<file path="src/rtl/pqt_pkg.sv">
package pqt_pkg;

  typedef enum logic [1:0] {
    ST_IDLE         = 2'd0,
    ST_COUNTING     = 2'd1,
    ST_ASSERTED     = 2'd2,
    ST_WAIT_RELEASE = 2'd3
  } pqt_state_e;

  localparam int CODE_W = 3;

  function automatic int max3(input int a, input int b, input int c);
    int m;
    m = (a > b) ? a : b;
    return (m > c) ? m : c;
  endfunction

endpackage

</file>
<file path="src/rtl/pqt_prescale.sv">
module pqt_prescale #(
  parameter int CYC_PER_SEC = 50_000_000
) (
  input  logic clk,
  input  logic rst_n,
  input  logic clr,
  output logic tick
);
  localparam int CW = (CYC_PER_SEC > 1) ? $clog2(CYC_PER_SEC) : 1;

  generate
    if (CYC_PER_SEC == 1) begin : g_every
      assign tick = !clr;
    end else begin : g_div
      logic [CW-1:0] cnt_q;
      localparam logic [CW-1:0] LAST = CW'(CYC_PER_SEC - 1);

      always_ff @(posedge clk) begin
        if (!rst_n || clr)       cnt_q <= '0;
        else if (cnt_q == LAST)  cnt_q <= '0;
        else                     cnt_q <= cnt_q + 1'b1;
      end

      assign tick = !clr && (cnt_q == LAST);

      // the cycle counter never leaves its one-second range
      p_cnt_range_r2: assert property (@(posedge clk) disable iff (!rst_n)
        cnt_q <= LAST);
      // a clear restarts the second from zero
      p_clr_zero_r5: assert property (@(posedge clk) disable iff (!rst_n)
        clr |=> cnt_q == '0);
    end
  endgenerate
endmodule

</file>
<file path="src/rtl/pqt_delay_lut.sv">
module pqt_delay_lut #(
  parameter int SEC_SHORT = 4,
  parameter int SEC_MID   = 129,
  parameter int SEC_LONG  = 518,
  parameter int SW        = 10
) (
  input  logic [2:0]    code,
  output logic          enable,
  output logic          immediate,
  output logic [SW-1:0] target
);
  always_comb begin
    enable    = 1'b1;
    immediate = 1'b0;
    target    = SW'(1);
    if (code[2]) begin
      immediate = 1'b1;
    end else begin
      case (code[1:0])
        2'b01:   target = SW'(SEC_SHORT);
        2'b10:   target = SW'(SEC_MID);
        2'b11:   target = SW'(SEC_LONG);
        default: enable = 1'b0;
      endcase
    end
  end

  // the off code never enables the filter
  always_comb begin
    a_off_r1: assert (!(code == 3'b000 && enable));
  end
endmodule

</file>
<file path="src/rtl/pqt_sec_count.sv">
module pqt_sec_count #(
  parameter int SW = 10
) (
  input  logic          clk,
  input  logic          rst_n,
  input  logic          clr,
  input  logic          tick,
  input  logic [SW-1:0] target,
  output logic          expire
);
  logic [SW-1:0] sec_q;

  always_ff @(posedge clk) begin
    if (!rst_n || clr) sec_q <= '0;
    else if (tick)     sec_q <= sec_q + 1'b1;
  end

  assign expire = tick && (sec_q == target - SW'(1));

  // seconds counted never reach the target while counting
  p_sec_bound_r2: assert property (@(posedge clk) disable iff (!rst_n)
    (!clr && target != '0) |-> sec_q < target);
  // a clear discards the elapsed seconds
  p_sec_reset_r4: assert property (@(posedge clk) disable iff (!rst_n)
    clr |=> sec_q == '0);
endmodule

</file>
<file path="src/rtl/pqt_ctrl.sv">
module pqt_ctrl
  import pqt_pkg::*;
(
  input  logic       clk,
  input  logic       rst_n,
  input  logic [2:0] code,
  input  logic       pd_req,
  input  logic       irq_clr,
  input  logic       enable,
  input  logic       immediate,
  input  logic       expire,
  output logic       cnt_clr,
  output logic       pd_irq
);
  pqt_state_e state_q, state_d;
  logic [2:0] code_q;
  logic       changed;

  assign changed = (code != code_q);

  always_ff @(posedge clk) begin
    if (!rst_n) begin
      state_q <= ST_IDLE;
      code_q  <= '0;
    end else begin
      state_q <= state_d;
      code_q  <= code;
    end
  end

  always_comb begin
    state_d = state_q;
    case (state_q)
      ST_IDLE: begin
        if (pd_req && enable) state_d = immediate ? ST_ASSERTED : ST_COUNTING;
      end
      ST_COUNTING: begin
        if (!pd_req || !enable) state_d = ST_IDLE;
        else if (immediate)     state_d = ST_ASSERTED;
        else if (changed)       state_d = ST_COUNTING;
        else if (expire)        state_d = ST_ASSERTED;
      end
      ST_ASSERTED: begin
        if (!pd_req)      state_d = ST_IDLE;
        else if (irq_clr) state_d = ST_WAIT_RELEASE;
      end
      ST_WAIT_RELEASE: begin
        if (!pd_req) state_d = ST_IDLE;
      end
      default: state_d = ST_IDLE;
    endcase
  end

  assign cnt_clr = (state_q != ST_COUNTING) || changed;
  assign pd_irq  = (state_q == ST_ASSERTED);

  // an interrupt never rises under the off code
  p_off_never_r1: assert property (@(posedge clk) disable iff (!rst_n)
    $rose(pd_irq) |-> $past(code) != 3'b000);
  // immediate code answers on the first edge
  p_immediate_r3: assert property (@(posedge clk) disable iff (!rst_n)
    (state_q == ST_IDLE && pd_req && code[2]) |=> pd_irq);
  // request loss always drops the interrupt
  p_release_r6: assert property (@(posedge clk) disable iff (!rst_n)
    !pd_req |=> !pd_irq);
  // a clear drops a raised interrupt
  p_clear_r7: assert property (@(posedge clk) disable iff (!rst_n)
    (pd_irq && irq_clr) |=> !pd_irq);
  // no re-arm before the request is seen low
  p_norearm_r7: assert property (@(posedge clk) disable iff (!rst_n)
    (state_q == ST_WAIT_RELEASE) |=> !pd_irq);
endmodule

</file>
<file path="src/rtl/pwrdn_qual_timer.sv">
module pwrdn_qual_timer #(
  parameter int CYC_PER_SEC = 50_000_000,
  parameter int SEC_SHORT   = 4,
  parameter int SEC_MID     = 129,
  parameter int SEC_LONG    = 518
) (
  input  logic       clk,
  input  logic       rst_n,
  input  logic [2:0] filt_code,
  input  logic       pd_req,
  input  logic       irq_clr,
  output logic       pd_irq
);
  localparam int SEC_MAX = pqt_pkg::max3(SEC_SHORT, SEC_MID, SEC_LONG);
  localparam int SW      = $clog2(SEC_MAX + 1);

  logic          tick, cnt_clr, expire, enable, immediate;
  logic [SW-1:0] target;

  pqt_prescale #(.CYC_PER_SEC(CYC_PER_SEC)) u_pre (
    .clk(clk), .rst_n(rst_n), .clr(cnt_clr), .tick(tick)
  );

  pqt_delay_lut #(
    .SEC_SHORT(SEC_SHORT), .SEC_MID(SEC_MID), .SEC_LONG(SEC_LONG), .SW(SW)
  ) u_lut (
    .code(filt_code), .enable(enable), .immediate(immediate), .target(target)
  );

  pqt_sec_count #(.SW(SW)) u_sec (
    .clk(clk), .rst_n(rst_n), .clr(cnt_clr), .tick(tick),
    .target(target), .expire(expire)
  );

  pqt_ctrl u_ctrl (
    .clk(clk), .rst_n(rst_n), .code(filt_code), .pd_req(pd_req),
    .irq_clr(irq_clr), .enable(enable), .immediate(immediate),
    .expire(expire), .cnt_clr(cnt_clr), .pd_irq(pd_irq)
  );

  // reset leaves the interrupt low
  p_reset_low_r8: assert property (@(posedge clk)
    !rst_n |=> !pd_irq);
endmodule

</file>
<file path="config.mk">
export PLATFORM = sky130hd
export DESIGN_NAME = pwrdn_qual_timer
export DESIGN_NICKNAME = d
export VERILOG_FILES = /design/src/rtl/pqt_pkg.sv /design/src/rtl/pqt_prescale.sv /design/src/rtl/pqt_delay_lut.sv /design/src/rtl/pqt_sec_count.sv /design/src/rtl/pqt_ctrl.sv /design/src/rtl/pwrdn_qual_timer.sv
export SDC_FILE = /design/constraint.sdc
export NUM_CORES = 1
export LEC_CHECK = 0
export CAP_MARGIN = 0
export CORE_ASPECT_RATIO = 0.5
export CORE_MARGIN = 8
export CORE_UTILIZATION = 54
export DETAILED_ROUTE_END_ITERATION = 10
export GPL_TIMING_DRIVEN = 0
export PLACE_DENSITY = 0.86
export SYNTH_ARGS = -nofsm -noshare
export SYNTH_HDL_FRONTEND = slang
export SYNTH_SLANG_ARGS = --single-unit
</file>
<file path="constraint.sdc">
create_clock -name clk -period 2.88 [get_ports clk]
set_input_delay 0.576 -clock clk [delete_from_list [all_inputs] [get_ports clk]]
set_output_delay 0.576 -clock clk [all_outputs]
set_load 0.05 [all_outputs]
</file>
==> results.cfg, run 1 <==
[status]
status = finished, final reports clean

[synth]
synth.yosys.warnings = 0
avgSynthCellArea_um2 = 8.27
synth.net_count = 264
synthesis.instances = 253
synth.lib_cells_used.distinct = 43
yosys_register_bits = 41
share_of_the_yosys_chip_area_belonging_to_registers = 0.392
synth.cell_area_um2 = 2090

[floorplanning]
floorplan.rows = 16
die_width_um = 104
io-pin-count = 8
core_region_area_um2 = 3800
floorplan.initialDensity = 0.550
die_h_um = 60.0
die_area_um2 = 6240

[sta]
finalWorstPathRequiredPeriod_ps = 2710
worst_clock_skew_on_the_final_layout_ps = 4.56
final_max_slew_viol_count = 0
clock.fmax_ghz = 0.369
report.final.hold_viol_count = 0
setup_violations = 0
tns_ps = 0
period_utilisation_layout = 0.942
unrepaired_setup_endpoints_after_global_routing = false
slew_headroom = 0.638
worst-slew-pin-transition_ps = 529

[critical_path]
kind_of_launch_point_of_the_worst_setup_path = primary input
setup.worst_path.end_class = flop
critPathMaxFanout = 9
critPathArrivalTime_ps = 2890
worst_ep_required_time_ps = 3060
path_class = primary input to flop

[route]
detail_route.wirelength_mm = 4.81
detailedRoute.firstIterationViolations = 107
drt_drc_violations_left = 0
route.vias.total = 1855
route.detailed.wl_per_inst_um = 15.0
drt_pass1_iterations = 4
vias_per_cell = 5.80
final_antenna_net_count = 0

[clock_network]
cts_buffers = 5
worst_setup_hold_path_clk_slew_ps = 80
clock_sink_count = 41
clock_tree.htree_level_count = 2
cts_tree = built
cts_root_buffer = sky130_fd_sc_hd__clkbuf_8
skew_pair_late_insertion_delay_ps = 290
clock_tree.buffer_depth = 2

[power_and_ir_drop]
fin_total_pwr_uw = 1130
p_leak_uw = 0.000744
power_density_nw_per_um2 = 473
irDropWorstVdd_mv = 0.194

[finish]
antenna_cells_inserted = 0
finalCoreUtilization = 0.628
layout_stage_area_growth_over_the_synthesis_result_pct = 14.2
final_layout_size_suffix_gt1_frac = 0.105
nNetsFinal = 276

[global_routing]
grt_pass1_vias = 1799
grt_pass1_wl_mm = 8.12
gr-total-overflow = 0
antenna_found_initial = 0
grt.total_usage = 0.162
pin_count_of_the_biggest_net_entering_global_routing = 13

[placement]
globalplace.congestion = 0.873
dpl.hpwl_mm = 3.16
port_buffers = 4

[flow_run]
drv.max_cap_violation_count = 0

[hold_path]
timing.hold.worst.class = flop to flop
==> cells by family after synthesis <==
family,count (synthesis),synth area share
DFF,41,0.392
xor gates and xnor gates,35,0.147
and+or+nand+nor,128,0.316
muxes,1,0.00478
adders and majority gates,4,0.0239
buffers and inverters,23,0.0472
AOI/OAI and AO/OA,21,0.0688
==> metal layers <==
layer | global-route usage | routed length (um)
met4 | 0.0916 | 153
met1 | 0.171 | 2010
met5 | 0 | 0
met2 | 0.286 | 2380
met3 | 0.0581 | 268
==> cells in the mapped netlist <==
library cell | number | area share
sky130_fd_sc_hd__inv_1 | 13 | 0.023
sky130_fd_sc_hd__and3_1 | 1 | 0.0030
sky130_fd_sc_hd__o21ai_0 | 2 | 0.0048
sky130_fd_sc_hd__nor4_1 | 3 | 0.0090
sky130_fd_sc_hd__mux2i_1 | 1 | 0.0048
sky130_fd_sc_hd__xnor2_1 | 22 | 0.092
sky130_fd_sc_hd__nor2_1 | 52 | 0.093
sky130_fd_sc_hd__ha_1 | 4 | 0.024
sky130_fd_sc_hd__nor4b_1 | 2 | 0.0084
sky130_fd_sc_hd__o311ai_0 | 1 | 0.0042
sky130_fd_sc_hd__buf_2 | 3 | 0.0072
sky130_fd_sc_hd__a31oi_1 | 2 | 0.0060
sky130_fd_sc_hd__a41o_1 | 2 | 0.0096
sky130_fd_sc_hd__o22ai_1 | 1 | 0.0030
sky130_fd_sc_hd__nand3_1 | 14 | 0.033
sky130_fd_sc_hd__nand4bb_1 | 1 | 0.0054
sky130_fd_sc_hd__buf_6 | 1 | 0.0054
sky130_fd_sc_hd__and4_2 | 1 | 0.0048
sky130_fd_sc_hd__a211oi_1 | 1 | 0.0036
sky130_fd_sc_hd__o31ai_1 | 1 | 0.0036
sky130_fd_sc_hd__dfxtp_1 | 41 | 0.39
sky130_fd_sc_hd__nor2b_1 | 1 | 0.0030
sky130_fd_sc_hd__or2_2 | 1 | 0.0030
sky130_fd_sc_hd__or4_1 | 5 | 0.018
sky130_fd_sc_hd__and2_2 | 1 | 0.0036
sky130_fd_sc_hd__xor2_1 | 13 | 0.054
sky130_fd_sc_hd__o21bai_1 | 1 | 0.0036
sky130_fd_sc_hd__clkbuf_2 | 1 | 0.0024
sky130_fd_sc_hd__o221a_2 | 1 | 0.0054
sky130_fd_sc_hd__a21oi_1 | 7 | 0.017
sky130_fd_sc_hd__a2111oi_0 | 2 | 0.0084
sky130_fd_sc_hd__nor4_2 | 1 | 0.0060
sky130_fd_sc_hd__and2_1 | 4 | 0.012
sky130_fd_sc_hd__nor3_1 | 7 | 0.017
sky130_fd_sc_hd__nand3b_1 | 1 | 0.0036
sky130_fd_sc_hd__nor3b_1 | 2 | 0.0072
sky130_fd_sc_hd__nand4_1 | 11 | 0.033
sky130_fd_sc_hd__nand2_1 | 13 | 0.023
sky130_fd_sc_hd__or3_1 | 3 | 0.0090
sky130_fd_sc_hd__nor4bb_1 | 1 | 0.0048
sky130_fd_sc_hd__nand2b_1 | 2 | 0.0060
sky130_fd_sc_hd__clkbuf_1 | 5 | 0.0090
sky130_fd_sc_hd__nor4_4 | 1 | 0.010
==> where the power goes <==
part           internal [uW]  leakage (uW)  total, uW  switching [uW]
clock                    283     0.0000585        482             200
combinational           33.7      0.000355       71.1            37.4
sequential               571      0.000331        576            5.78
==> cell usage in the layout, fill, tap and decap left out, drive strengths merged, types with 2 or more instances in the layout <==
cell type and count:
xor2 13, a41o 2, or3 3, nor3b 2
nand2b 2, a21oi 7, inv 13, nand4 11
dfxtp 41, and2 5, nand3 14, nor4 5
buf 5, nand2 13, o21ai 2, nor4b 2
nor2 52, nor3 7, xnor2 22, a31oi 2
or4 5, ha 4, clkbuf 13, a2111oi 2
clkdlybuf4s50 4
==> layout make-up <==
type                       count  area (um2)
timing repair buffer           5        47.5
clock inverter                 1        30.0
buffer                        10        71.3
clock buffer                   7        86.3
multi-input combinational    189        1220
inverter                      13        48.8
sequential                    41         821
fill                         311        1420
tap                           54        67.6
==> final timing paths <==
path	to	slack [ps]	depth (start not counted)	startpoint
hold reg to reg	u_pre.g_div.cnt_q[0]	450	1	u_pre.g_div.cnt_q[0]
hold / removal	u_pre.g_div.cnt_q[0]	450	1	u_pre.g_div.cnt_q[0]
setup / recovery	u_ctrl.state_q[0]	170	11	filt_code[0]
setup reg to reg	u_sec.sec_q[9]	320	7	u_pre.g_div.cnt_q[8]
==> registers in the layout (all words and copies together) (netlist names) <==
| signal | count |
|---|---|
| u_pre.g_div.cnt_q | 26 |
| u_sec.sec_q | 10 |
| u_ctrl.code_q | 3 |
| u_ctrl.state_q | 2 |
==> critical path, cell delays in order <==
cell and delay [ps]:
sky130_fd_sc_hd__clkbuf_8 140, sky130_fd_sc_hd__nor2b_4 180, sky130_fd_sc_hd__nand2_2 70, sky130_fd_sc_hd__ha_2 190, sky130_fd_sc_hd__ha_4 210, sky130_fd_sc_hd__xnor2_1 110
sky130_fd_sc_hd__or4_1 420, sky130_fd_sc_hd__or4_4 510, sky130_fd_sc_hd__nor4_4 180, sky130_fd_sc_hd__nor2_1 70, sky130_fd_sc_hd__o221a_2 240
==> per-stage QoR <==
step	hold WS (ps)	setup slack (ps)	instance area, um2	cells
2_1_floorplan	418	-14.7	2110	253
6_report	455	168	2390	320
5_1_grt	492	116	2390	320
4_1_cts	457	2.59	2380	320
3_5_place_dp	445	-335	2220	311
3_3_place_gp	431	-216	2220	311
==> what timing repair did <==
| item | in CTS | in global routing |
|---|---|---|
| hold buffers | 0 | 0 |
| endpoints found under the hold margin | 0 | 0 |
| resized for setup | 8 | 2 |
| pin swaps | 2 | 1 |
| buffers inserted | 1 | 0 |
| endpoints found under the setup margin | 1 | 1 |
Power figures use the tool's default switching activity.
==> run 2: changes to the inputs <==
- SKIP_CTS_REPAIR_TIMING: default -> 1
==> results.cfg, run 2 (synthesis gave the netlist of run 1 again) <==
[finish]
finalCoreUtilization = 0.620
largest_reg_flops = 26
nNetsFinal = 276
regMostFlops = u_pre.g_div.cnt_q
layout.cells.most_common_list = sky130_fd_sc_hd__nor2_1 (52), sky130_fd_sc_hd__dfxtp_1 (41), sky130_fd_sc_hd__xnor2_1 (22)
layout_commonest_cell = sky130_fd_sc_hd__nor2_1
fin_area_um2 = 2360
layout_stage_area_growth_over_the_synthesis_result_pct = 12.7
layout_top_registers = u_pre.g_div.cnt_q: 26 flops, u_sec.sec_q: 10 flops, u_ctrl.code_q: 3 flops
antenna_cells_inserted = 0
final_layout_size_suffix_gt1_frac = 0.0940

[route]
final_antenna_net_count = 0
route.vias.total = 1847
vias_per_cell = 5.77
route.detailed.wl_per_inst_um = 15.0
detail_route.wirelength_mm = 4.80
detailedRoute.firstIterationViolations = 116
drt_drc_violations_left = 0
drt_pass1_iterations = 4

[sta]
period_utilisation_layout = 0.979
holdWs_ps = 455
worst_clock_skew_on_the_final_layout_ps = 5.32
worst-slew-pin-transition_ps = 523
clock.fmax_ghz = 0.355
slew_headroom = 0.649
final_max_slew_viol_count = 0
setup_violations = 0
unrepaired_setup_endpoints_after_global_routing = false
report.final.hold_viol_count = 0
finalWorstPathRequiredPeriod_ps = 2820

[global_routing]
antenna_found_initial = 0
gr-total-overflow = 0
grt.total_usage = 0.161
pin_count_of_the_biggest_net_entering_global_routing = 13
grt_pass1_vias = 1774
grt_pass1_wl_mm = 8.09

[floorplanning]
floorplan.rows = 16
die_h_um = 60.0
core_region_area_um2 = 3800
die_width_um = 104
die_area_um2 = 6240
floorplan.initialDensity = 0.550
io-pin-count = 8

[critical_path]
setup.worst_path.end_class = flop
critPathArrivalTime_ps = 3000
path_class = primary input to flop
rrSetupSlack_ps = 320
crit_path_launch = filt_code[0]
timing.rr.start = u_pre.g_div.cnt_q[8]
worst_ep_required_time_ps = 3060
kind_of_launch_point_of_the_worst_setup_path = primary input
r2r_cells = 7
critPathMaxFanout = 9

[placement]
port_buffers = 4
dpl.hpwl_mm = 3.16
globalplace.congestion = 0.873
place_area_um2 = 2220

[clock_network]
cts_tree = built
skew_pair_late_insertion_delay_ps = 290
clock_sink_count = 41
cts_root_buffer = sky130_fd_sc_hd__clkbuf_8
cts_buffers = 5
worst_setup_hold_path_clk_slew_ps = 80
clock_tree.htree_level_count = 2
clock_tree.buffer_depth = 2

[power_and_ir_drop]
power_density_nw_per_um2 = 478
p_leak_uw = 0.000735
irDropWorstVdd_mv = 0.194

[status]
status = finished, final reports clean

[hold_path]
hold_start = u_pre.g_div.cnt_q[0]
holdPathStages = 1
timing.hold.worst.class = flop to flop

[flow_run]
drv.max_cap_violation_count = 0
==> run 2: cell count changes in the layout (fill, tap and decap cells not counted) <==
cell                       delta
sky130_fd_sc_hd__clkbuf_8     -2
sky130_fd_sc_hd__clkbuf_1     +1
sky130_fd_sc_hd__clkbuf_4     +1
sky130_fd_sc_hd__ha_1         +1
sky130_fd_sc_hd__ha_4         -1
sky130_fd_sc_hd__nand2_1      +1
sky130_fd_sc_hd__nand2_2      -1
==> run 2: power by group <==
part / leakage, uW / internal [uW] / switching (uW) / total [uW]
Sequential: 0.000331 / 571 / 5.76 / 576
Combinational: 0.000345 / 29.9 / 36.4 / 66.3
Clock: 0.0000585 / 283 / 201 / 484
==> run 2: metal layers <==
layer	global-route usage	share of wire
met5	0	0
met4	0.0916	0.033
met3	0.0602	0.053
met2	0.283	0.49
met1	0.169	0.42
==> run 2: final cells by class <==
cell class                      count  area [um2]
Buffer                             10        55.1
Clock buffer                        7        86.3
Clock inverter                      1        30.0
Fill cell                         320        1450
Inverter                           13        48.8
Multi-Input combinational cell    189        1200
Sequential cell                    41         821
Tap cell                           54        67.6
Timing Repair Buffer                5        47.5
==> run 2: worst max-delay path, cell delays in order <==
cell,delay [ps]
sky130_fd_sc_hd__clkbuf_4,170
sky130_fd_sc_hd__nor2b_4,190
sky130_fd_sc_hd__nand2_1,80
sky130_fd_sc_hd__ha_2,200
sky130_fd_sc_hd__ha_1,290
sky130_fd_sc_hd__xnor2_1,130
sky130_fd_sc_hd__or4_1,420
sky130_fd_sc_hd__or4_4,440
sky130_fd_sc_hd__nor4_4,180
sky130_fd_sc_hd__nor2_1,70
sky130_fd_sc_hd__o221a_2,240
==> run 2: worst paths after layout <==
path / end
worst min register to register: u_pre.g_div.cnt_q[0]
worst max register to register: u_sec.sec_q[9]
worst min-delay path: u_pre.g_div.cnt_q[0]
worst max-delay path: u_ctrl.state_q[0]
==> run 2: per-stage QoR <==
step | setup WS [ps] | std cells | setup TNS, ps | power, uW
3_3_place_gp | -216 | 311 | -330 | 644
3_5_place_dp | -335 | 311 | -540 | 648
5_1_grt | 6.90 | 320 | 0 | 1160
2_1_floorplan | -14.7 | 253 | -14.7 | 630
4_1_cts | -26.3 | 319 | -26.3 | 1120
6_report | 61.6 | 320 | 0 | 1130
